File: src/rtl/tap_scan_pkg.sv
package tap_scan_pkg;
  localparam int DATA_W = 16;
  localparam int SHORT_W = DATA_W / 2;
  localparam int IDX_W = $clog2(DATA_W);

  typedef enum logic [1:0] {
    CMD_DR    = 2'd0,
    CMD_IR    = 2'd1,
    CMD_RESET = 2'd2,
    CMD_LEVEL = 2'd3
  } cmdKind_e;

  typedef struct packed {
    logic             load;
    logic             setLevel;
    logic             shiftOn;
    logic             sample;
    logic [IDX_W-1:0] bitIdx;
  } dpCtrl_t;
endpackage

File: src/rtl/tap_scan_ctrl.sv
module tap_scan_ctrl import tap_scan_pkg::*; #(
  parameter int DIV_W = 8,
  parameter int IR_PRE = 4,
  parameter int DR_PRE = 3,
  parameter int POST = 2,
  parameter int RST_PULSES = 6
) (
  input  logic             clk,
  input  logic             rstN,
  input  logic             cmdValid,
  input  cmdKind_e         cmdKind,
  input  logic             cmdLen16,
  input  logic [DIV_W-1:0] halfPeriod,
  output logic             cmdReady,
  output logic             tckOut,
  output logic             tmsOut,
  output dpCtrl_t          dpCtl,
  output logic             doneStb
);
  localparam int PH_W = $clog2(2 * (IR_PRE + DATA_W + POST) + 1);
  localparam int FUSE_STEPS = 4;
  localparam int PULSE_START = 1 + FUSE_STEPS;
  localparam int PULSE_END = PULSE_START + 2 * RST_PULSES;
  localparam int RESET_LAST = PULSE_END + 1;

  logic             busy;
  cmdKind_e         kindQ;
  logic             len16Q;
  logic [PH_W-1:0]  phaseCnt;
  logic [DIV_W-1:0] divCnt;
  logic [DIV_W-1:0] halfQ;

  logic             accept;
  logic             tick;
  logic             half;
  logic [PH_W-1:0]  pulseIdx;
  logic [PH_W-1:0]  preLen;
  logic [PH_W-1:0]  nBits;
  logic [PH_W-1:0]  lastPhase;
  logic             shiftOn;
  logic [IDX_W-1:0] bitIdx;

  assign accept   = cmdValid && !busy;
  assign tick     = busy && (divCnt == halfQ);
  assign half     = phaseCnt[0];
  assign pulseIdx = phaseCnt >> 1;
  assign cmdReady = !busy;

  always_comb begin
    tckOut    = 1'b1;
    tmsOut    = 1'b0;
    shiftOn   = 1'b0;
    bitIdx    = '0;
    lastPhase = '0;
    preLen    = (kindQ == CMD_IR) ? PH_W'(IR_PRE) : PH_W'(DR_PRE);
    nBits     = (kindQ == CMD_IR || !len16Q) ? PH_W'(SHORT_W) : PH_W'(DATA_W);
    if (busy) begin
      case (kindQ)
        CMD_DR, CMD_IR: begin
          lastPhase = PH_W'(2 * (preLen + nBits + PH_W'(POST)) - 1);
          tckOut    = half;
          if (pulseIdx < preLen) begin
            tmsOut = (kindQ == CMD_IR) ? (pulseIdx < PH_W'(2)) : (pulseIdx == '0);
          end else if (pulseIdx < preLen + nBits) begin
            shiftOn = 1'b1;
            bitIdx  = IDX_W'(nBits - PH_W'(1) - (pulseIdx - preLen));
            tmsOut  = (pulseIdx == preLen + nBits - PH_W'(1));
          end else begin
            tmsOut = (pulseIdx == preLen + nBits);
          end
        end
        CMD_RESET: begin
          lastPhase = PH_W'(RESET_LAST);
          if (phaseCnt == '0) begin
            tmsOut = 1'b1;
          end else if (phaseCnt <= PH_W'(FUSE_STEPS)) begin
            tmsOut = !phaseCnt[0];
          end else begin
            tckOut = !phaseCnt[0];
            tmsOut = (phaseCnt < PH_W'(PULSE_END));
          end
        end
        default: lastPhase = '0;
      endcase
    end
  end

  always_comb begin
    dpCtl.load     = accept && (cmdKind == CMD_DR || cmdKind == CMD_IR);
    dpCtl.setLevel = accept && (cmdKind == CMD_LEVEL);
    dpCtl.shiftOn  = shiftOn;
    dpCtl.sample   = tick && shiftOn && half;
    dpCtl.bitIdx   = bitIdx;
  end

  always_ff @(posedge clk or negedge rstN) begin
    if (!rstN) begin
      busy     <= 1'b0;
      kindQ    <= CMD_DR;
      len16Q   <= 1'b0;
      phaseCnt <= '0;
      divCnt   <= '0;
      halfQ    <= '0;
      doneStb  <= 1'b0;
    end else begin
      doneStb <= 1'b0;
      if (accept) begin
        busy     <= 1'b1;
        kindQ    <= cmdKind;
        len16Q   <= cmdLen16;
        halfQ    <= halfPeriod;
        phaseCnt <= '0;
        divCnt   <= '0;
      end else if (busy) begin
        if (tick) begin
          divCnt <= '0;
          if (phaseCnt == lastPhase) begin
            busy    <= 1'b0;
            doneStb <= 1'b1;
          end else begin
            phaseCnt <= phaseCnt + PH_W'(1);
          end
        end else begin
          divCnt <= divCnt + DIV_W'(1);
        end
      end
    end
  end

  assert_done_single_R10: assert property (@(posedge clk) disable iff (!rstN)
    doneStb |=> !doneStb);
  assert_div_bound_R8: assert property (@(posedge clk) disable iff (!rstN)
    busy |-> divCnt <= halfQ);
  assert_phase_bound_R2: assert property (@(posedge clk) disable iff (!rstN)
    busy |-> phaseCnt <= lastPhase);
  assert_hold_cmd_R9: assert property (@(posedge clk) disable iff (!rstN)
    (busy && !(tick && phaseCnt == lastPhase)) |=> ($stable(kindQ) && $stable(halfQ) && $stable(len16Q)));
  assert_tms_low_edge_R6: assert property (@(posedge clk) disable iff (!rstN)
    (busy && $past(busy) && kindQ != CMD_RESET && kindQ != CMD_LEVEL && tmsOut != $past(tmsOut)) |-> !tckOut);
endmodule

File: src/rtl/tap_scan_dp.sv
module tap_scan_dp import tap_scan_pkg::*; (
  input  logic              clk,
  input  logic              rstN,
  input  dpCtrl_t           dpCtl,
  input  logic [DATA_W-1:0] cmdWord,
  input  logic              tdoIn,
  output logic              tdiOut,
  output logic [DATA_W-1:0] capWord
);
  logic [DATA_W-1:0] wordQ;
  logic [DATA_W-1:0] capQ;
  logic              lineLvl;

  always_ff @(posedge clk or negedge rstN) begin
    if (!rstN) begin
      wordQ   <= '0;
      capQ    <= '0;
      lineLvl <= 1'b0;
    end else begin
      if (dpCtl.load) begin
        wordQ <= cmdWord;
        capQ  <= '0;
      end else if (dpCtl.sample) begin
        capQ[dpCtl.bitIdx] <= tdoIn;
      end
      if (dpCtl.setLevel) lineLvl <= cmdWord[0];
    end
  end

  assign tdiOut  = dpCtl.shiftOn ? wordQ[dpCtl.bitIdx] : lineLvl;
  assign capWord = capQ;

  assert_level_take_R7: assert property (@(posedge clk) disable iff (!rstN)
    dpCtl.setLevel |=> lineLvl == $past(cmdWord[0]));
  assert_cap_clear_R5: assert property (@(posedge clk) disable iff (!rstN)
    dpCtl.load |=> capQ == '0);
endmodule

File: src/rtl/tap_scan_master.sv
module tap_scan_master import tap_scan_pkg::*; #(
  parameter int DIV_W = 8
) (
  input  logic              clk,
  input  logic              rstN,
  input  logic              cmdValid,
  output logic              cmdReady,
  input  logic [1:0]        cmdKind,
  input  logic              cmdLen16,
  input  logic [DATA_W-1:0] cmdWord,
  input  logic [DIV_W-1:0]  halfPeriod,
  output logic [DATA_W-1:0] rspWord,
  output logic              rspDone,
  output logic              tapTck,
  output logic              tapTms,
  output logic              tapTdi,
  input  logic              tapTdo
);
  dpCtrl_t dpCtl;

  tap_scan_ctrl #(.DIV_W(DIV_W)) uCtrl (
    .clk(clk), .rstN(rstN), .cmdValid(cmdValid), .cmdKind(cmdKind_e'(cmdKind)),
    .cmdLen16(cmdLen16), .halfPeriod(halfPeriod), .cmdReady(cmdReady),
    .tckOut(tapTck), .tmsOut(tapTms), .dpCtl(dpCtl), .doneStb(rspDone)
  );

  tap_scan_dp uDp (
    .clk(clk), .rstN(rstN), .dpCtl(dpCtl), .cmdWord(cmdWord),
    .tdoIn(tapTdo), .tdiOut(tapTdi), .capWord(rspWord)
  );
endmodule

File: config.mk
export PLATFORM = sky130hd
export DESIGN_NAME = tap_scan_master
export DESIGN_NICKNAME = d
export VERILOG_FILES = /design/src/rtl/tap_scan_pkg.sv /design/src/rtl/tap_scan_ctrl.sv /design/src/rtl/tap_scan_dp.sv /design/src/rtl/tap_scan_master.sv
export SDC_FILE = /design/constraint.sdc
export NUM_CORES = 1
export LEC_CHECK = 0
export BUFFER_PORTS_ARGS = -buffer_cell sky130_fd_sc_hd__buf_2
export CORE_MARGIN = 5
export CORE_UTILIZATION = 45
export CTS_CLUSTER_SIZE = 40
export DETAILED_ROUTE_END_ITERATION = 8
export PLACE_DENSITY_LB_ADDON = 0.12
export REMOVE_ABC_BUFFERS = 1
export SETUP_SLACK_MARGIN = 0.15
export SKIP_CTS_REPAIR_TIMING = 1
export SLEW_MARGIN = 20
export SYNTH_ARGS = -nofsm -noshare
export SYNTH_HDL_FRONTEND = slang
export SYNTH_SLANG_ARGS = --single-unit
File: constraint.sdc
create_clock -name clk -period 3.8 [get_ports clk]
set_clock_uncertainty 0.15 [all_clocks]
set_input_delay 0 -clock clk [delete_from_list [all_inputs] [get_ports clk]]
set_output_delay 0 -clock clk [all_outputs]
set_load 0.01 [all_outputs]
==> run metrics, run 1 <==
outcome=complete, no violations; Bufs on Longest Clock Path=2; clock root cell=clkbuf_8; Avg Vias per Cell=between 5 and 6; DP HPWL=~5.7 mm; initial cell density of the core=46.0%; Wirelength per Cell=14.6 um; Final min period=3.32 ns; busiest grt layer=met2; dpl ws=0.476 ns; critical path's slowest cell=fa_2; achievable clock frequency=0.301 GHz; Die Wd=98.9 um; port buffer count=between 50 and 60; initial antenna violation count=0; drc violations=0; top-area cell type share of the netlist area=42.2%; fin worst setup slack=0.479 ns; Mapped Area=0.00356 mm2; max_slew headroom=28.0%; Buf+Inv Stages, Crit Path=4; Setup violations, final=0; TritonCTS buffer count=9; Vias=2,858; Crit Reg-Reg Endpoint=uDp.capWord[5]; Peak VDD IR=244 uV; IO Count=52; Max-Cap Viols=0; Slew Limit Fails=0; most frequent cell after synthesis=nand2_1; global routing usage on met2=24.6%; largest net degree at the start of global routing=36; Congestion Overflow GR=0; Mapped Cells=around 370; worst reg2reg startpoint=uCtrl.kindQ[1]; worst-margin pin slew=1.07 ns; first-pass GRT wire length=13.1 mm; H-Tree Depth=3; Seq/Total Area, Yosys=42.2%; Clock Latency Late Sink=0.34 ns; CP Capture Type=output port; CP max stage delay=0.67 ns; GP Congestion=0.832; drt first pass iters=4; RSZ-0062 raised after global routing=no; ys flop type=dfrtp_1; Setup TNS Final=0 ns; CP required=3.65 ns; ordered list of cells on the worst path=inv_1 -> ha_2 -> inv_1 -> ha_1 -> inv_1 -> fa_2 -> mux4_2 -> nand3_1 -> o21ai_0 -> o32a_1 -> buf_2; Reg clk slew, reported paths=0.07 ns; Die ar.=0.00978 mm2; Die H=98.9 um; ys async rst share=100%; crit start category=flip-flop; most frequent cells after synthesis=nand2_1 (75), dfrtp_1 (60), nand3_1 (18), o21ai_0 (18), xnor2_1 (17); antenna viol nets, final=0; area delta synth->final=23.3%; post-synthesis register bit count=60; reg2reg setup slack=0.71 ns; vias in the first global route=~2.6k; synth top area cells=dfrtp_1 (42%), nand2_1 (7.9%), ha_1 (5.6%); M1 GR Usage=24.4%; Mapped Avg Cell Area=9.64 um2; gr usage total=16.8%; fin crit share=87.4%; site row count=32; met3 Use GR=around 4.5%; PwrDens=589 mW/mm2; WHS=0.0467 ns; First DRT Iteration DRCs=89; final core utilization=between 50% and 60%; post-synth cell types=52; number of flops mapped to enable cells by yosys=0; Final Hold Viols=0; clock sinks=60; Leak=2.11 nW; CP Class=flip-flop to output port; Antenna Cells=0; Worst path most repeated cell=inv_1; worst hold-check path type=input port to asynchronous set/reset pin; layout cells sized above 1=about 23%; crit path DAT=3.17 ns; DRT Wirelength=8.10 mm; family with the most delay on the worst path=adder cells; core area=0.00773 mm2; FF-to-FF path depth=10; Final nets=495; CTS tree=done; total number of yosys warnings=0; CP max FO=9; leading area contributor after synthesis=dfrtp_1
## final cells by class
cell class                      count  area (um2)
Inverter                           15        56.3
Multi-Input combinational cell    276        1900
Clock buffer                       11         141
Clock inverter                      5        75.1
Sequential cell                    60        1500
Timing Repair Buffer               85         586
Fill cell                         683        3340
Tap cell                          102         128
## kinds of logic after synthesis
| kind of cell | share of synthesized area [%] |
|---|---|
| buffers and inverters | 4.78 |
| multiplexers | 6.76 |
| AO/OA/AOI/OAI | 12.9 |
| adder cells (fa/ha/maj) | 6.19 |
| XOR/XNOR | 5.63 |
| flip-flops | 42.2 |
| AND/OR/NAND/NOR | 21.5 |
## registers in the layout, summed over array words and instances (netlist names)
| signal | count |
|---|---|
| uDp.capWord | 16 |
| uDp.wordQ | 16 |
| uCtrl.divCnt | 8 |
| uCtrl.halfQ | 8 |
| uCtrl.phaseCnt | 6 |
| uCtrl.kindQ | 2 |
| uCtrl.busy | 1 |
| uCtrl.doneStb | 1 |
| uCtrl.len16Q | 1 |
| uDp.lineLvl | 1 |
## through the flow
stage / cell area, um2 / cells / power (mW)
CTS: 4070 / 524 / 2.57
finish: 4380 / 554 / 2.58
detailed placement: 3860 / 508 / 1.92
floorplan: 3440 / 351 / 1.65
global placement: 3860 / 508 / 1.92
global route: 4380 / 554 / 2.78
## worst register-to-register path, cell delays in order (launching register included)
cell and delay [ns]:
dfrtp_1 0.43, inv_1 0.12, ha_2 0.27, inv_1 0.12, ha_1 0.35, a21o_1 0.18
a21oi_2 0.21, xor2_2 0.46, and3_1 0.40, a21boi_1 0.11, o21a_1 0.19
## cell usage in the layout (no fill, tap or decap), drive strengths merged, types with 2 or more instances in the layout
cell | synthesis | routed
nand2 | 75 | 75
dfrtp | 60 | 60
buf | 7 | 55
dlygate4sd3 | 0 | 30
o21ai | 20 | 20
nand3 | 18 | 18
xnor2 | 17 | 17
ha | 16 | 16
nor2 | 15 | 15
inv | 14 | 14
and3 | 13 | 13
a21oi | 12 | 12
clkbuf | 11 | 11
mux2 | 10 | 10
a21bo | 10 | 10
nand2b | 6 | 6
mux2i | 6 | 6
nor4 | 5 | 5
xor2 | 5 | 5
nor2b | 5 | 5
nand4 | 4 | 4
o21a | 4 | 4
nor3 | 4 | 4
clkinv | 1 | 4
a31oi | 3 | 3
o211ai | 3 | 3
a211oi | 3 | 3
mux4 | 3 | 3
a21boi | 3 | 3
nor3b | 3 | 3
a21o | 2 | 2
bufinv | 0 | 2
## report_power, final
group | switching, mW | internal, mW | total (mW)
logic | 0.581 | 0.467 | 1.05
registers | 0.139 | 0.756 | 0.896
clock network | 0.255 | 0.384 | 0.639
## layer usage
metal / vias to the layer above / share of wire [%]
li1: 1421 / -
met1: 1374 / 48
met2: 54 / 47
met3: 9 / 4.1
met4: 0 / 0.98
met5: - / 0
## worst max path at each step
| stage | end | cells after the start | startpoint | slack [ns] |
|---|---|---|---|---|
| 6_report | tapTdi | 11 | uCtrl.kindQ[1] | 0.48 |
| 5_1_grt | tapTdi | 12 | uCtrl.kindQ[1] | 0.17 |
| 4_1_cts | tapTdi | 11 | uCtrl.kindQ[1] | 0.26 |
| 3_5_place_dp | uDp.capWord[13] | 11 | uCtrl.kindQ[1] | 0.48 |
| 3_3_place_gp | uDp.capWord[13] | 11 | uCtrl.kindQ[1] | 0.61 |
| 2_1_floorplan | uDp.capWord[9] | 11 | uCtrl.kindQ[1] | 0.88 |
(Power assumes the default switching activity.)
==> inputs of run 2 (changes only) <==
- CORE_MARGIN: 5 -> not set
==> run metrics, run 2 (synthesized netlist as in run 1, its figures left out) <==
outcome=complete, no violations; vias in the first global route=2,595 (+0.43%); core area=0.00769 mm2 (-0.52%); Setup TNS Final=0 ns (unchanged); Crit Reg-Reg Endpoint=uDp.capWord[9]; drt first pass iters=4 (unchanged); Avg Vias per Cell=5.17 (+0.20%); RSZ-0062 raised after global routing=no; max_slew headroom=57.2% (+29 points); Die H=90.9 um (-8.1%); Final min period=3.41 ns (+0.0867 ns); Bufs on Longest Clock Path=2 (unchanged); fin crit share=89.7% (+2.3 points); DRT Wirelength=7.93 mm (-2.1%); site row count=32 (unchanged); first-pass GRT wire length=13.1 mm (-0.37%); IO Count=52 (unchanged); most frequent cells in the layout=nand2_1 (75), dfrtp_1 (60), buf_2 (51), dlygate4sd3_1 (31), nand3_1 (18); area delta synth->final=22.5%; Clock Latency Late Sink=0.35 ns (about the same); First DRT Iteration DRCs=126 (+42%); CP max FO=11 (+2); fin worst setup slack=0.392 ns (-0.0867 ns); gr usage total=20.3% (+3.6 points); worst-margin pin slew=0.643 ns (-0.426 ns); CP Class=flip-flop to output port; initial antenna violation count=0 (unchanged); drc violations=0 (unchanged); initial cell density of the core=46.3% (+0.24 points); crit path DAT=3.26 ns (+0.09 ns); Vias=2,869 (+0.38%); dpl ws=0.519 ns (+0.0437 ns); layout cells sized above 1=23.2% (-0.051 points); Wirelength per Cell=14.3 um (-2.3%); CP Capture Type=output port; GP Congestion=0.839 (+0.78%); Die Wd=90.9 um (-8.1%); CP required=3.65 ns (about the same); reg2reg setup slack=0.67 ns (-0.04 ns); H-Tree Depth=3 (unchanged); Reg clk slew, reported paths=0.08 ns (about the same); Non-Filler Instances=555 (+0.18%); Slew Limit Fails=0 (unchanged); Antenna Cells=0 (unchanged); final core utilization=56.7% (-0.079 points); clock root cell=clkbuf_8; PwrDens=566 mW/mm2 (-3.9%); total power=2.47 mW (-4.5%); TritonCTS buffer count=9 (unchanged); achievable clock frequency=0.293 GHz (-2.5%); Final nets=496 (+0.20%); clock sinks=60 (unchanged); worst hold-check path type=input port to asynchronous set/reset pin; Setup violations, final=0 (unchanged); port buffer count=51 (unchanged); leading cell type in the layout, fill and taps excluded=nand2_1; Max-Cap Viols=0 (unchanged); DP HPWL=5.37 mm (-5.4%); antenna viol nets, final=0 (unchanged); largest net degree at the start of global routing=34 (-5.6%); CTS tree=done; Final Hold Viols=0 (unchanged); worst reg2reg startpoint=uCtrl.kindQ[1]; Leak=2.08 nW (-1.4%); Die ar.=0.00826 mm2 (-16%); Congestion Overflow GR=0 (unchanged); crit start category=flip-flop; dpl cells=508 (unchanged); Peak VDD IR=253 uV (+3.8%); FF-to-FF path depth=11 (+1)
==> run 2: how the worst max path moves through the flow <==
| stage | from | end | depth (start not counted) | slack (ns) |
|---|---|---|---|---|
| global route | uCtrl.kindQ[1] | tapTdi | 12 | 0.17 |
| CTS | uCtrl.kindQ[1] | tapTdi | 12 | 0.24 |
| global placement | uCtrl.kindQ[1] | uDp.capWord[9] | 11 | 0.60 |
| finish | uCtrl.kindQ[1] | tapTdi | 12 | 0.39 |
| detailed placement | uCtrl.kindQ[1] | uDp.capWord[13] | 11 | 0.52 |
| floorplan | uCtrl.kindQ[1] | uDp.capWord[9] | 11 | 0.88 |
==> run 2: metrics by stage <==
step	area (um2)	hold WS, ns
2_1_floorplan	3440	-0.446
3_3_place_gp	3860	-0.0898
3_5_place_dp	3860	-0.0875
4_1_cts	4040	-0.462
5_1_grt	4360	0.104
6_report	4360	0.0528
==> run 2: power breakdown <==
part           switching, mW  internal (mW)  total (mW)
Clock                  0.274          0.241       0.515
Combinational          0.587          0.466        1.05
Sequential             0.141          0.756       0.897
Total                   1.00           1.46        2.47
==> run 2: per-layer routing <==
layer | global-route usage [%] | vias up | part of all wire [%]
met1 | 29.2 | 1371 | 49
met3 | 4.38 | 13 | 3.6
met4 | 8.33 | 0 | 1.7
met2 | 29.7 | 60 | 46
met5 | 0 | - | 0
li1 | - | 1425 | -
==> run 2: final cells by class <==
type,instances,area (um2)
clock buffers,10,128
clock inverters,6,50.0
fillers,700,3330
inverters,15,56.3
multi-input cells,276,1900
flip-flops and latches,60,1500
well taps,102,128
repair buffers,86,596
==> run 2: critical path, cell delays in order (launching register included) <==
cell and delay [ns]:
dfrtp_1 0.44, inv_1 0.12, ha_2 0.28, nand2b_1 0.20, inv_2 0.08, ha_1 0.37
a21o_1 0.18, a21oi_1 0.24, and3_4 0.31, a31oi_1 0.11, nor4_1 0.20, o32a_1 0.24
buf_2 0.15
